--- src/rtl/lbx_pkg.sv ---
package lbx_pkg;
   typedef enum logic [3:0] {
      OP_NOP,
      OP_MOV,
      OP_OR,
      OP_AND,
      OP_XOR,
      OP_ADD,
      OP_SUB,
      OP_BCLR,
      OP_BSET,
      OP_SKCLR,
      OP_SKSET,
      OP_INCSZ
   } lbx_op_e;
endpackage

--- src/rtl/lbx_decode.sv ---
module lbx_decode
   import lbx_pkg::*;
#(
   parameter int DATA_W = 8,
   parameter int ADDR_W = 6,
   parameter int IW     = DATA_W + 5
) (
   input  logic          valid_i,
   input  logic [IW-1:0] instr_i,
   output lbx_op_e       op_o
);
   localparam int PFX_W = IW - ADDR_W;
   localparam logic [PFX_W-1:0] INC_PFX = {2'b00, {(PFX_W-2){1'b1}}};

   always_comb begin
      op_o = OP_NOP;
      if (valid_i) begin
         if (instr_i[IW-1:IW-2] == 2'b11) begin
            unique case (instr_i[IW-3:DATA_W])
               3'b000:  op_o = OP_MOV;
               3'b001:  op_o = OP_OR;
               3'b010:  op_o = OP_AND;
               3'b011:  op_o = OP_XOR;
               3'b101:  op_o = OP_SUB;
               3'b111:  op_o = OP_ADD;
               default: op_o = OP_NOP;
            endcase
         end else if (instr_i[IW-1:IW-2] == 2'b01) begin
            unique case (instr_i[IW-3:IW-4])
               2'b00:   op_o = OP_BCLR;
               2'b01:   op_o = OP_BSET;
               2'b10:   op_o = OP_SKCLR;
               default: op_o = OP_SKSET;
            endcase
         end else if (instr_i[IW-1:ADDR_W] == INC_PFX) begin
            op_o = OP_INCSZ;
         end
      end
   end
endmodule

--- src/rtl/lbx_arith.sv ---
module lbx_arith #(
   parameter int DATA_W = 8
) (
   input  logic [DATA_W-1:0] lit_i,
   input  logic [DATA_W-1:0] acc_i,
   input  logic              sub_i,
   output logic [DATA_W-1:0] res_o,
   output logic              c_o,
   output logic              dc_o
);
   localparam int HALF_W = DATA_W / 2;

   logic [DATA_W-1:0] opnd;
   logic [DATA_W:0]   full_sum;
   logic [HALF_W:0]   half_sum;

   // Subtraction lit - acc is lit + ~acc + 1; carry out means no borrow.
   always_comb begin
      opnd     = sub_i ? ~acc_i : acc_i;
      full_sum = {1'b0, lit_i} + {1'b0, opnd} + {{DATA_W{1'b0}}, sub_i};
      half_sum = {1'b0, lit_i[HALF_W-1:0]} + {1'b0, opnd[HALF_W-1:0]}
               + {{HALF_W{1'b0}}, sub_i};
      res_o    = full_sum[DATA_W-1:0];
      c_o      = full_sum[DATA_W];
      dc_o     = half_sum[HALF_W];
   end
endmodule

--- src/rtl/lbx_bitunit.sv ---
module lbx_bitunit
   import lbx_pkg::*;
#(
   parameter int DATA_W = 8,
   parameter int BIDX_W = $clog2(DATA_W)
) (
   input  logic [DATA_W-1:0] rdata_i,
   input  logic [BIDX_W-1:0] idx_i,
   input  lbx_op_e           op_i,
   output logic [DATA_W-1:0] wdata_o,
   output logic              bit_o
);
   logic [DATA_W-1:0] mask;

   for (genvar i = 0; i < DATA_W; i++) begin : g_mask
      assign mask[i] = (idx_i == BIDX_W'(i));
   end

   assign bit_o = |(rdata_i & mask);

   always_comb begin
      unique case (op_i)
         OP_BCLR:  wdata_o = rdata_i & ~mask;
         OP_BSET:  wdata_o = rdata_i | mask;
         OP_INCSZ: wdata_o = rdata_i + DATA_W'(1);
         default:  wdata_o = rdata_i;
      endcase
   end
endmodule

--- src/rtl/lbx_exec.sv ---
module lbx_exec
   import lbx_pkg::*;
#(
   parameter int DATA_W = 8,
   parameter int ADDR_W = 6,
   localparam int BIDX_W = $clog2(DATA_W),
   localparam int IW     = DATA_W + 5
) (
   input  logic              clk,
   input  logic              rst_n,
   input  logic              instr_valid,
   input  logic [IW-1:0]     instr,
   input  logic [DATA_W-1:0] rf_rdata,
   output logic [ADDR_W-1:0] rf_addr,
   output logic              rf_wen,
   output logic [DATA_W-1:0] rf_wdata,
   output logic              skip_req,
   output logic [DATA_W-1:0] acc,
   output logic              flag_z,
   output logic              flag_c,
   output logic              flag_dc
);
   if (DATA_W != (1 << BIDX_W) || DATA_W < 4) begin : g_bad_data_w
      $error("lbx_exec: DATA_W must be a power of two of at least 4");
   end
   if (IW != 4 + BIDX_W + ADDR_W) begin : g_bad_layout
      $error("lbx_exec: bit-group fields do not fill the instruction word");
   end

   lbx_op_e           op;
   logic [DATA_W-1:0] lit;
   logic [BIDX_W-1:0] bidx;
   logic [DATA_W-1:0] ar_res;
   logic              ar_c, ar_dc;
   logic              sel_bit;
   logic [DATA_W-1:0] acc_q, acc_d;
   logic              z_q, c_q, dc_q, z_d, c_d, dc_d;

   assign lit     = instr[DATA_W-1:0];
   assign bidx    = instr[ADDR_W+BIDX_W-1:ADDR_W];
   assign rf_addr = instr[ADDR_W-1:0];

   lbx_decode #(.DATA_W(DATA_W), .ADDR_W(ADDR_W), .IW(IW)) u_dec (
      .valid_i (instr_valid),
      .instr_i (instr),
      .op_o    (op)
   );

   lbx_arith #(.DATA_W(DATA_W)) u_arith (
      .lit_i (lit),
      .acc_i (acc_q),
      .sub_i (op == OP_SUB),
      .res_o (ar_res),
      .c_o   (ar_c),
      .dc_o  (ar_dc)
   );

   lbx_bitunit #(.DATA_W(DATA_W), .BIDX_W(BIDX_W)) u_bit (
      .rdata_i (rf_rdata),
      .idx_i   (bidx),
      .op_i    (op),
      .wdata_o (rf_wdata),
      .bit_o   (sel_bit)
   );

   always_comb begin
      acc_d = acc_q;
      z_d   = z_q;
      c_d   = c_q;
      dc_d  = dc_q;
      unique case (op)
         OP_MOV: acc_d = lit;
         OP_OR:  begin acc_d = acc_q | lit; z_d = ~|acc_d; end
         OP_AND: begin acc_d = acc_q & lit; z_d = ~|acc_d; end
         OP_XOR: begin acc_d = acc_q ^ lit; z_d = ~|acc_d; end
         OP_ADD, OP_SUB: begin
            acc_d = ar_res;
            z_d   = ~|ar_res;
            c_d   = ar_c;
            dc_d  = ar_dc;
         end
         default: ;
      endcase
   end

   assign rf_wen   = (op == OP_BCLR) || (op == OP_BSET) || (op == OP_INCSZ);
   assign skip_req = ((op == OP_SKCLR) && !sel_bit)
                  || ((op == OP_SKSET) && sel_bit)
                  || ((op == OP_INCSZ) && (rf_wdata == '0));

   always_ff @(posedge clk or negedge rst_n) begin
      if (!rst_n) begin
         acc_q <= '0;
         z_q   <= 1'b0;
         c_q   <= 1'b0;
         dc_q  <= 1'b0;
      end else begin
         acc_q <= acc_d;
         z_q   <= z_d;
         c_q   <= c_d;
         dc_q  <= dc_d;
      end
   end

   assign acc     = acc_q;
   assign flag_z  = z_q;
   assign flag_c  = c_q;
   assign flag_dc = dc_q;
endmodule

--- config.mk ---
export PLATFORM = sky130hd
export DESIGN_NAME = lbx_exec
export DESIGN_NICKNAME = d
export VERILOG_FILES = /design/src/rtl/lbx_pkg.sv /design/src/rtl/lbx_decode.sv /design/src/rtl/lbx_arith.sv /design/src/rtl/lbx_bitunit.sv /design/src/rtl/lbx_exec.sv
export SDC_FILE = /design/constraint.sdc
export NUM_CORES = 1
export LEC_CHECK = 0
export ABC_AREA = 1
export BUFFER_PORTS_ARGS = -buffer_cell sky130_fd_sc_hd__buf_2
export CAP_MARGIN = 0
export CORE_MARGIN = 1
export CORE_UTILIZATION = 57
export CTS_BUF_LIST = sky130_fd_sc_hd__clkbuf_8
export DETAILED_ROUTE_END_ITERATION = 10
export PLACE_DENSITY = 0.85
export SLEW_MARGIN = 30
export SYNTH_ARGS = -nofsm -noshare
export SYNTH_HDL_FRONTEND = slang
export SYNTH_SLANG_ARGS = --single-unit
--- constraint.sdc ---
create_clock -name clk -period 2.9 [get_ports clk]
set_clock_uncertainty 0.1 [all_clocks]
set_input_delay 0.58 -clock clk [delete_from_list [all_inputs] [get_ports clk]]
set_output_delay 0.58 -clock clk [all_outputs]
set_load 0.005 [all_outputs]
After elaboration in Yosys (flattened, before gate mapping)
Cells that the tools add are included.
{"block": "word_totals", "regBits": 11, "input_bits": 24, "out_inout_bits": 27, "wordCells": 79}
{"block": "op_classes", "addsub": 5, "eq_ne": 28, "n_mux": 10, "bitwise_logic": 8, "n_reduce_logical": 24}
{"op": "case mux 8 bit (5 select lines)", "count": 1}
{"op": "OR reduction 8 bit", "count": 5}
{"op": "bitwise AND 8 bit", "count": 3}
{"op": "case mux 8 bit (3 select lines)", "count": 1}
{"op": "== test 3 bit, second input constant", "count": 6}
{"op": "case mux 3 bit (6 select lines)", "count": 1}
{"op": "== test 4 x 3 -> 1 bit, second input constant", "count": 4}
{"op": "== test 4 bit, second input constant", "count": 4}
{"op": "two-way mux 4 bit", "count": 4}
{"op": "inverter 8 bit", "count": 2}
{"op": "OR 8 bit", "count": 2}
{"op": "== test 3 x 2 -> 1 bit, second input constant", "count": 4}
{"op": "case mux 4 bit (3 select lines)", "count": 1}
{"op": "adder 8 x 8 -> 9 bit", "count": 1}
{"op": "adder 9 x 1 -> 9 bit", "count": 1}
{"op": "adder 8 x 1 -> 8 bit, second input constant", "count": 1}
{"op": "== test 4 x 2 -> 1 bit, second input constant", "count": 2}
{"op": "logical NOT 8 bit", "count": 1}
{"op": "two-way mux 8 bit", "count": 1}
{"op": "bitwise XOR 8 bit", "count": 1}
{"op": "== test 7 x 5 -> 1 bit, second input constant", "count": 1}
{"op": "== test 3 x 1 -> 1 bit, second input constant", "count": 2}
{"op": "logical NOT 3 bit", "count": 2}
{"op": "adder 4 x 4 -> 5 bit", "count": 1}
{"op": "other kinds (12)", "count": 23}

Depth between registers and ports, before layout
Gate-level depths: netlist (run 1).
{"block": "depth", "depth_word": 12, "ltp_mapped": 24, "depth_no_buf": 24}

Hierarchy
From an unflattened synthesis (run 1), not the netlist that was laid out.
{"block": "hier_totals", "hier_cells": 490, "area_unflattened_um2": 2663.8}
{"module": "lbx_exec", "instances": 1, "cells_each": 248, "area_each_um2": 1446.4, "seq_area_each_um2": 275.3}
{"module": "lbx_bitunit", "instances": 1, "cells_each": 123, "area_each_um2": 551.8, "seq_area_each_um2": 0.0}
{"module": "lbx_arith", "instances": 1, "cells_each": 73, "area_each_um2": 446.7, "seq_area_each_um2": 0.0}
{"module": "lbx_decode", "instances": 1, "cells_each": 46, "area_each_um2": 219.0, "seq_area_each_um2": 0.0}

Worst setup path after synthesis (run 1)
No wires, ideal clock.
{"block": "synth_timing", "path_type": "input-to-reg", "start": "in instr[10]", "end": "reg z_q, in the netlist flag_z", "setup_ps": 116, "arrival_ps": 3109, "required_time_ps": 2684, "setup_slack_ps": -426, "cell_stages": 23, "n_path_buf": 0, "cell_sequence": "inv_1 > ha_1 > nand3_1 > nand2_1 > inv_1 > nand3_4 > nor2_4 > nand2_4 > xor2_1 > fa_1 > nand3_1 > nand2_1 > nand2_1 > nand2_1 > a21oi_1 > xor2_1 > nor2_1 > nand3_1 > nor2_1 > nand2_1 > nand2_1 > nand2_1 > nand2_1"}
{"block": "synth_via", "elab_chain_cells": 12, "elab_cells_between_ends": 29, "classes_between": "add/sub: 2; eq/ne: 13; mux: 8; reduce/logical: 6"}
{"element": "start: declaration", "line": "lbx_exec.sv:12", "rtl": "input logic [IW-1:0] instr,"}
{"element": "== test 2 bit (tied with other cells)", "line": "lbx_decode.sv:29", "rtl": "unique case (instr_i[IW-3:IW-4])"}
{"element": "case mux 4 bit (3 select lines) or two-way mux 4 bit (tied branches)", "line": "lbx_decode.sv:29, lbx_decode.sv:35"}
{"element": "two-way mux 4 bit", "line": "lbx_decode.sv:28", "rtl": "end else if (instr_i[IW-1:IW-2] == 2'b01) begin"}
{"element": "two-way mux 4 bit (*)", "line": "lbx_decode.sv:18", "rtl": "if (instr_i[IW-1:IW-2] == 2'b11) begin"}
{"element": "two-way mux 4 bit (*)", "line": "lbx_decode.sv:17", "rtl": "if (valid_i) begin"}
{"element": "== test 4 x 3 -> 1 bit", "line": "lbx_exec.sv:52, lbx_exec.sv:71"}
{"element": "two-way mux 8 bit", "line": "lbx_arith.sv:19", "rtl": "opnd = sub_i ? ~acc_i : acc_i;"}
{"element": "adder 8 x 8 -> 9 bit", "line": "lbx_arith.sv:20", "rtl": "full_sum = {1'b0, lit_i} + {1'b0, opnd} + {{DATA_W{1'b0}}, sub_i};"}
{"element": "adder 9 x 1 -> 9 bit", "line": "lbx_arith.sv:20"}
{"element": "OR reduction 8 bit", "line": "lbx_exec.sv:78", "rtl": "z_d = ~|ar_res;"}
{"element": "logical NOT 1 bit", "line": "lbx_exec.sv:78"}
{"element": "case mux 1 bit (4 select lines)", "line": "lbx_exec.sv:71", "rtl": "unique case (op)"}
{"element": "end signal: assignment", "line": "lbx_exec.sv:99", "rtl": "z_q <= z_d;"}
{"element": "end: declaration", "line": "lbx_exec.sv:37", "rtl": "logic z_q, c_q, dc_q, z_d, c_d, dc_d;"}
Every way passes the cells marked *; elsewhere a longest branch is shown, timed or not.
A chain may end at the register's enable or synchronous reset.

Final worst setup path (run 1)
Ends and elaborated chain as after synthesis.

==> key figures, run 1 <==
Run status
  – Status: finished with violations
  – Failing checks: setup timing

Setup path
  – Worst path required time: 2.98 ns
  – CP arrival: between 3 and 4 ns
  – CP max FO: 6
  – Startpoint Class: input pin
  – Crit path kind: in2reg
  – Most Frequent Cell on Critical Path: nand2_1
  – Worst-path cell chain: buf_8 -> clkinvlp_4 -> ha_4 -> nand3_2 -> nand2_1 -> inv_2 -> nand3_4 -> nor2_4 -> nand2_4 -> a21boi_0 -> fa_2 -> nor2_1 -> nand2_1 -> nor2_1 -> nand2_1 -> nor2_1 -> nand3_1 -> nor2_1 -> nand2_1 -> nand2_1 -> nand2_1 -> nand2_1
  – CP endpoint kind: flop
  – Slowest CP cell: fa_2
  – Crit-path max cell delay: 0.51 ns

Synth
  – Synth area leader: nand2_1
  – Post-synth ARST share: 1.00
  – Yosys Warn Count: 0
  – Mapped Area: 2320 µm²
  – Sequential share of the synthesized area: 0.119
  – Unique cell type count in the Yosys netlist: 38
  – Syn Area/Cell: 6.06 µm²
  – Synth area leaders: nand2_1 (15%), ha_1 (15%), dfrtp_1 (12%), inv_1 (8.9%), nand3_1 (8.0%)
  – Most numerous cell in the Yosys netlist: nand2_1
  – Area share of the largest cell type after synthesis: 0.152
  – Net count after synthesis: around 440
  – Post-synth EDFFs: 0
  – FF+latch count, synth: 11
  – Most used DFF post-synth: dfrtp_1
  – Cell count after synthesis: 383
  – Synth cell count leaders: nand2_1 (94), inv_1 (55), nand3_1 (37)

Global routing
  – Initial antenna violation count: 0
  – First-pass GRT wire length: 13.0 mm
  – Vias in the first global route: between 2k and 3k
  – Largest net degree at the start of global routing: 12
  – Gr ovfl total: 0
  – GRT Util Overall: 0.385

Clock network
  – Hold_buf cts: 0
  – Clock Sinks: 11
  – TritonCTS Buffers: 3
  – Worst-path clk slew: 0.06 ns
  – Clock Path Buffers: 2
  – Worst skew pair latency: 0.25 ns
  – Root Buffer: clkbuf_8
  – CTS tree: built
  – H-tree levels: 1

Cells and area
  – Antenna diodes: 0
  – P&R area growth vs syn: 47.0%
  – Nets: 538
  – Final instance area: 3410 µm²
  – Filler cells: around 180
  – Layout cells sized above 1: 0.416

Power and ir drop
  – LEAKAGE: 1.81 nW
  – Comb power frac: 0.724
  – NetSw: 0.000744 W
  – Power per cell area: 433 nW/µm²
  – Maximum VDD drop: ~0.42 mV
  – Clock share of power: 0.112
  – Flop pwr share: 0.165
  – Internal power: 0.000733 W
  – Net Sw Frac: 0.504

Placement
  – Routability cong.: roughly 1.0
  – Placed standard-cell area: just under 3000 µm²
  – HPWL Detailed: 5.61 mm
  – PortBufs: 50
  – DP Worst Slack: -0.589 ns

Floorplanning
  – Core Rows: 22
  – Core Area: 3770 µm²
  – Ports: 51
  – Die height: about 66 µm
  – Initial core utilization: 0.615
  – Die Wd: 65.8 µm
  – Die Footprint: 4330 µm²

Hold path
  – Worst Hold Class: in2async

Timing
  – Final Max Tran Viols: 0
  – Unrepaired setup endpoints after global routing: yes
  – Worst-margin pin slew: 0.593 ns
  – Fin crit share: 1.25
  – Max_slew headroom: 0.602
  – Min cycle time layout: ~3.6 ns
  – Final setup fails: 19
  – Final setup margin: -0.733 ns
  – Final hold viol count: 0
  – Hold Slack: 0.0994 ns
  – F_max: 275 MHz

Routing
  – Met2 WL: 4.53 mm
  – Vias per inst: 6.36
  – Final WL: 9.63 mm
  – DRT iter0 DRCs: 543
  – DR WL met3: 952 µm
  – Met1 WL: 3.41 mm
  – Via count: 3391
  – Max layer used: met4
  – Wire per inst: 18.1 µm
  – Antenna Nets Post-Route: 0
  – DRT Pass-1 Iters: 8
  – DRC: 0

Job
  – Max_cap viols: 0
==> path summary, 6_finish.rpt <==
kind / end / start / cells past startpoint / slack (ns)
hold reg to reg: flag_dc / flag_dc / 2 / 0.41
max in group asynchronous: acc[4] / rst_n / 1 / 2.37
setup / recovery: flag_z / instr[10] / 22 / -0.73
setup reg to reg: flag_z / acc[0] / 14 / 0.07
min in group clk: flag_dc / flag_dc / 2 / 0.41
hold / removal: acc[0] / rst_n / 1 / 0.1
==> final cells by class <==
class	instances	area, µm²	share of cell area
sequential	11	275	0.0807
clock inverter	1	3.75	0.00110
inverter	65	268	0.0785
tap	48	60.1	0.0176
clock buffer	3	41.3	0.0121
multi-input combinational	299	2060	0.604
timing repair buffer	106	702	0.206
==> placed cells by master (no fill, tap or decap), types with 17 or more instances in the layout <==
cell type / netlist / layout
nand2_1: 94 / 79
ha_1: 27 / 23
inv_1: 55 / 48
nand3_1: 37 / 31
nand2_2: 6 / 17
nor2_1: 35 / 25
buf_2: 0 / 48
buf_4: 7 / 52
==> worst max-delay path: cells and delay by family <==
family          cells  cell delay (ns)
simple gates       16             1.75
fa+ha+maj           2             0.77
compound gates      1             0.30
buf+inv             3             0.32
==> timing repair <==
| action | CTS | global route |
|---|---|---|
| pin swaps | 40 | 24 |
| setup buffers | 8 | 4 |
| endpoints found under the setup margin | 16 | 19 |
| resized for setup | 43 | 45 |
==> state kept, by name, indices dropped and copies added (netlist names) <==
register / count
flag_c: 1
acc: 8
flag_z: 1
flag_dc: 1
==> per-layer routing <==
metal / GRT usage / vias up
met2: 0.709 / 309
met5: 0 / -
met4: 0.207 / 0
li1: - / 1455
met1: 0.433 / 1513
met3: 0.0310 / 114
==> stage by stage <==
| step | TNS [ns] | instances | power [W] | util |
|---|---|---|---|---|
| floorplan | -0.765 | 383 | 0.000754 | - |
| global placement | -4.84 | 518 | 0.00102 | 0.785 |
| detailed placement | -6.06 | 518 | 0.00104 | 0.785 |
| CTS | -2.03 | 530 | 0.00127 | 0.850 |
| global route | -6.99 | 533 | 0.00156 | 0.905 |
| finish | -5.24 | 533 | 0.00148 | 0.905 |
==> power groups by stage <==
stage	combinational [W]	clock, W	sequential, W
after detailed placement	0.000803	0	0.000242
after global routing	0.00114	0.000170	0.000247
after global placement	0.000779	0	0.000239
after floorplan	0.000511	0	0.000243
final	0.00107	0.000165	0.000243
after CTS	0.000876	0.000155	0.000239
==> cell families after synthesis <==
kind of cell	after synthesis	share of synthesized area
adders and majority gates	28	0.154
buffers and inverters	73	0.129
xor gates and xnor gates	10	0.0377
AOI/OAI and AO/OA	55	0.142
DFF	11	0.119
and+or+nand+nor	206	0.418
No activity file was read; power rests on OpenSTA's default activity.
==> inputs of run 2 (changes only) <==
--- a/config.mk
+++ b/config.mk
@@ -14,4 +14,5 @@
 export DETAILED_ROUTE_END_ITERATION = 10
 export PLACE_DENSITY = 0.85
+export SKIP_CTS_REPAIR_TIMING = 1
 export SLEW_MARGIN = 30
 export SYNTH_ARGS = -nofsm -noshare
==> constraint.sdc (replaced) <==
create_clock -name clk -period 2.9 [get_ports clk]
set_clock_uncertainty 0.1 [all_clocks]
set_input_delay 0.29 -clock clk [delete_from_list [all_inputs] [get_ports clk]]
set_output_delay 0.29 -clock clk [all_outputs]
set_load 0.005 [all_outputs]
==> run 2 against run 1 <==
Largest cell class unchanged. Highest routed layer unchanged. Cell count down 5.1%. Critical path type unchanged. Core utilization down 12 points. Count of clock-buffer cells in the layout is the same. The run still ends with setup timing left.
==> key figures, run 2 (synthesis gave the netlist of run 1 again) <==
Setup path
  – Crit path kind: in2reg
  – CP max FO: 6
  – Buf+Inv Stages, Crit Path: 2
  – Crit. Startpoint: instr[10]
  – Slowest CP cell: ha_1
  – Worst path required time: 2.94 ns
  – Crit-path max cell delay: approximately 0.36 ns
  – Crit path max-delay family: simple AND/OR/NAND/NOR gates
  – Startpoint Class: input pin
  – RR Startpoint: acc[3]
  – Critical Path Stages: 24
  – CP arrival: approximately 3.0 ns
  – CP endpoint kind: flop
  – Worst-path cell chain: buf_8 -> buf_4 -> ha_1 -> nor2_4 -> nand3_2 -> nand2_2 -> nor2_4 -> nor2_4 -> nand2_4 -> xor2_1 -> ha_1 -> a21oi_2 -> nand2_2 -> nand2_2 -> nand2_2 -> a21oi_2 -> xor2_1 -> nor2_1 -> nand3_1 -> nor2_1 -> nand2_1 -> nand2_1 -> nand2_1 -> nand2_1
  – R2R cell count: 16

Power and ir drop
  – Internal power: 0.000647 W
  – Clock share of power: 0.131
  – Power per cell area: 423 nW/µm²
  – NetSw: a little over 0.0006 W
  – Flop pwr share: 0.192
  – Comb power frac: 0.677
  – Net Sw Frac: 0.482
  – Maximum VDD drop: between 0.3 and 0.4 mV
  – LEAKAGE: approximately 1.6 nW

Routing
  – Vias per inst: 5.81
  – DRT iter0 DRCs: 205
  – DRC: 0
  – Antenna Nets Post-Route: 0
  – Wire per inst: about 14 µm
  – Via count: 2941
  – Final WL: 7.33 mm
  – DRT Pass-1 Iters: 5

Cells and area
  – Antenna diodes: 0
  – Layout cells sized above 1: 0.297
  – Most frequent cells in the layout: nand2_1 (86), inv_1 (53), buf_2 (49)
  – P&R area growth vs syn: 27.4%
  – Commonest non-fill, non-tap cell in the layout: nand2_1
  – Multi-input gate area: 1840 µm²
  – Final instance area: 2960 µm²
  – Post-Layout Cell Count: 506
  – Nets: approximately 510
  – Filler cells: 302
  – Number of flip-flops in the largest register: 8
  – Register Area: 275 µm²

Floorplanning
  – Ports: between 50 and 60
  – Die Footprint: 4330 µm²
  – Die Wd: approximately 66 µm
  – Initial core utilization: 0.615
  – Die height: 65.8 µm
  – Core Area: between 3000 and 4000 µm²
  – Core Rows: 22

Clock network
  – Worst-path clk slew: 0.05 ns
  – H-tree levels: 1
  – Root Buffer: clkbuf_8
  – CTS tree: built
  – TritonCTS Buffers: 3
  – Clock Sinks: 11
  – Clock Path Buffers: 2
  – Worst skew pair latency: 0.25 ns

Hold path
  – Worst min-delay path startpoint: instr[4]
  – Hold Path Stages: 3
  – Worst Hold Class: in2reg

Timing
  – Worst-margin pin slew: 0.543 ns
  – Min cycle time layout: 2.98 ns
  – F_max: 335 MHz
  – Fin crit share: 1.03
  – Max_slew headroom: 0.637
  – Final setup margin: -0.0838 ns
  – Final hold viol count: 0
  – Final setup fails: 1
  – Final Max Tran Viols: 0
  – Unrepaired setup endpoints after global routing: yes

Placement
  – HPWL Detailed: 5.58 mm
  – Placed standard-cell area: 2800 µm²
  – Placed Cells: 497
  – DP Worst Slack: -0.263 ns
  – PortBufs: 50
  – Routability cong.: 0.996

Global routing
  – Initial antenna violation count: 0
  – Gr ovfl total: 0
  – First-pass GRT wire length: between 10 and 15 mm
  – Vias in the first global route: around 2.6k
  – GRT Util Overall: 0.323
  – Largest net degree at the start of global routing: 12

Run status
  – Failing checks: setup timing
  – Status: finished with violations

Job
  – Max_cap viols: 0
-- run 2: changes by cell type in the layout (fill, tap and decap cells not counted), sizes merged --
cell         before  now
dlygate4sd3       0    1
buf             106   78
-- run 2: cell type report --
cell class / count / area share
Timing Repair Buffer: 79 / 0.164
Sequential cell: 11 / 0.0931
Clock buffer: 3 / 0.0140
Clock inverter: 1 / 0.00127
Multi-Input combinational cell: 299 / 0.624
Tap cell: 48 / 0.0203
Inverter: 65 / 0.0838
-- run 2: routing by layer --
metal	GRT usage	routed length, µm	vias to the layer above
met5	0	0	-
met4	0.158	314	0
met3	0.0362	410	41
met2	0.592	3670	147
met1	0.365	2930	1353
li1	-	-	1400
-- run 2: power by group through the flow --
stage	logic [W]	registers, W	clock network, W
5_1_grt	0.000939	0.000246	0.000169
3_5_place_dp	0.000786	0.000243	0
6_report	0.000847	0.000241	0.000163
2_1_floorplan	0.000510	0.000243	0
4_1_cts	0.000792	0.000240	0.000161
3_3_place_gp	0.000771	0.000239	0
-- run 2: metrics by stage --
stage / hold slack [ns] / total power (W) / utilization / setup TNS [ns]
after CTS: -0.174 / 0.00119 / 0.755 / -0.0309
after global placement: 0.0852 / 0.00101 / 0.743 / -0.379
final: 0.255 / 0.00125 / 0.784 / -0.0838
after floorplan: -0.106 / 0.000753 / - / -0.0333
after detailed placement: 0.0882 / 0.00103 / 0.743 / -0.677
after global routing: 0.299 / 0.00135 / 0.784 / -0.584
-- run 2: worst paths after layout --
check	to	slack (ns)
worst max register to register	flag_z	0.46
worst max-delay path	flag_z	-0.08
max in group asynchronous	acc[4]	2.11
min in group asynchronous	acc[7]	0.37
worst min register to register	flag_z	0.38
worst min-delay path	acc[4]	0.26
-- run 2: worst reg2reg max path: stages (launching register included) --
cell,delay [ns]
dfrtp_1,0.42
inv_1,0.12
xor2_1,0.19
ha_1,0.31
a21oi_2,0.15
nand2_2,0.09
nand2_2,0.07
nand2_2,0.05
a21oi_2,0.17
xor2_1,0.25
nor2_1,0.08
nand3_1,0.08
nor2_1,0.05
nand2_1,0.05
nand2_1,0.05
nand2_1,0.07
nand2_1,0.04
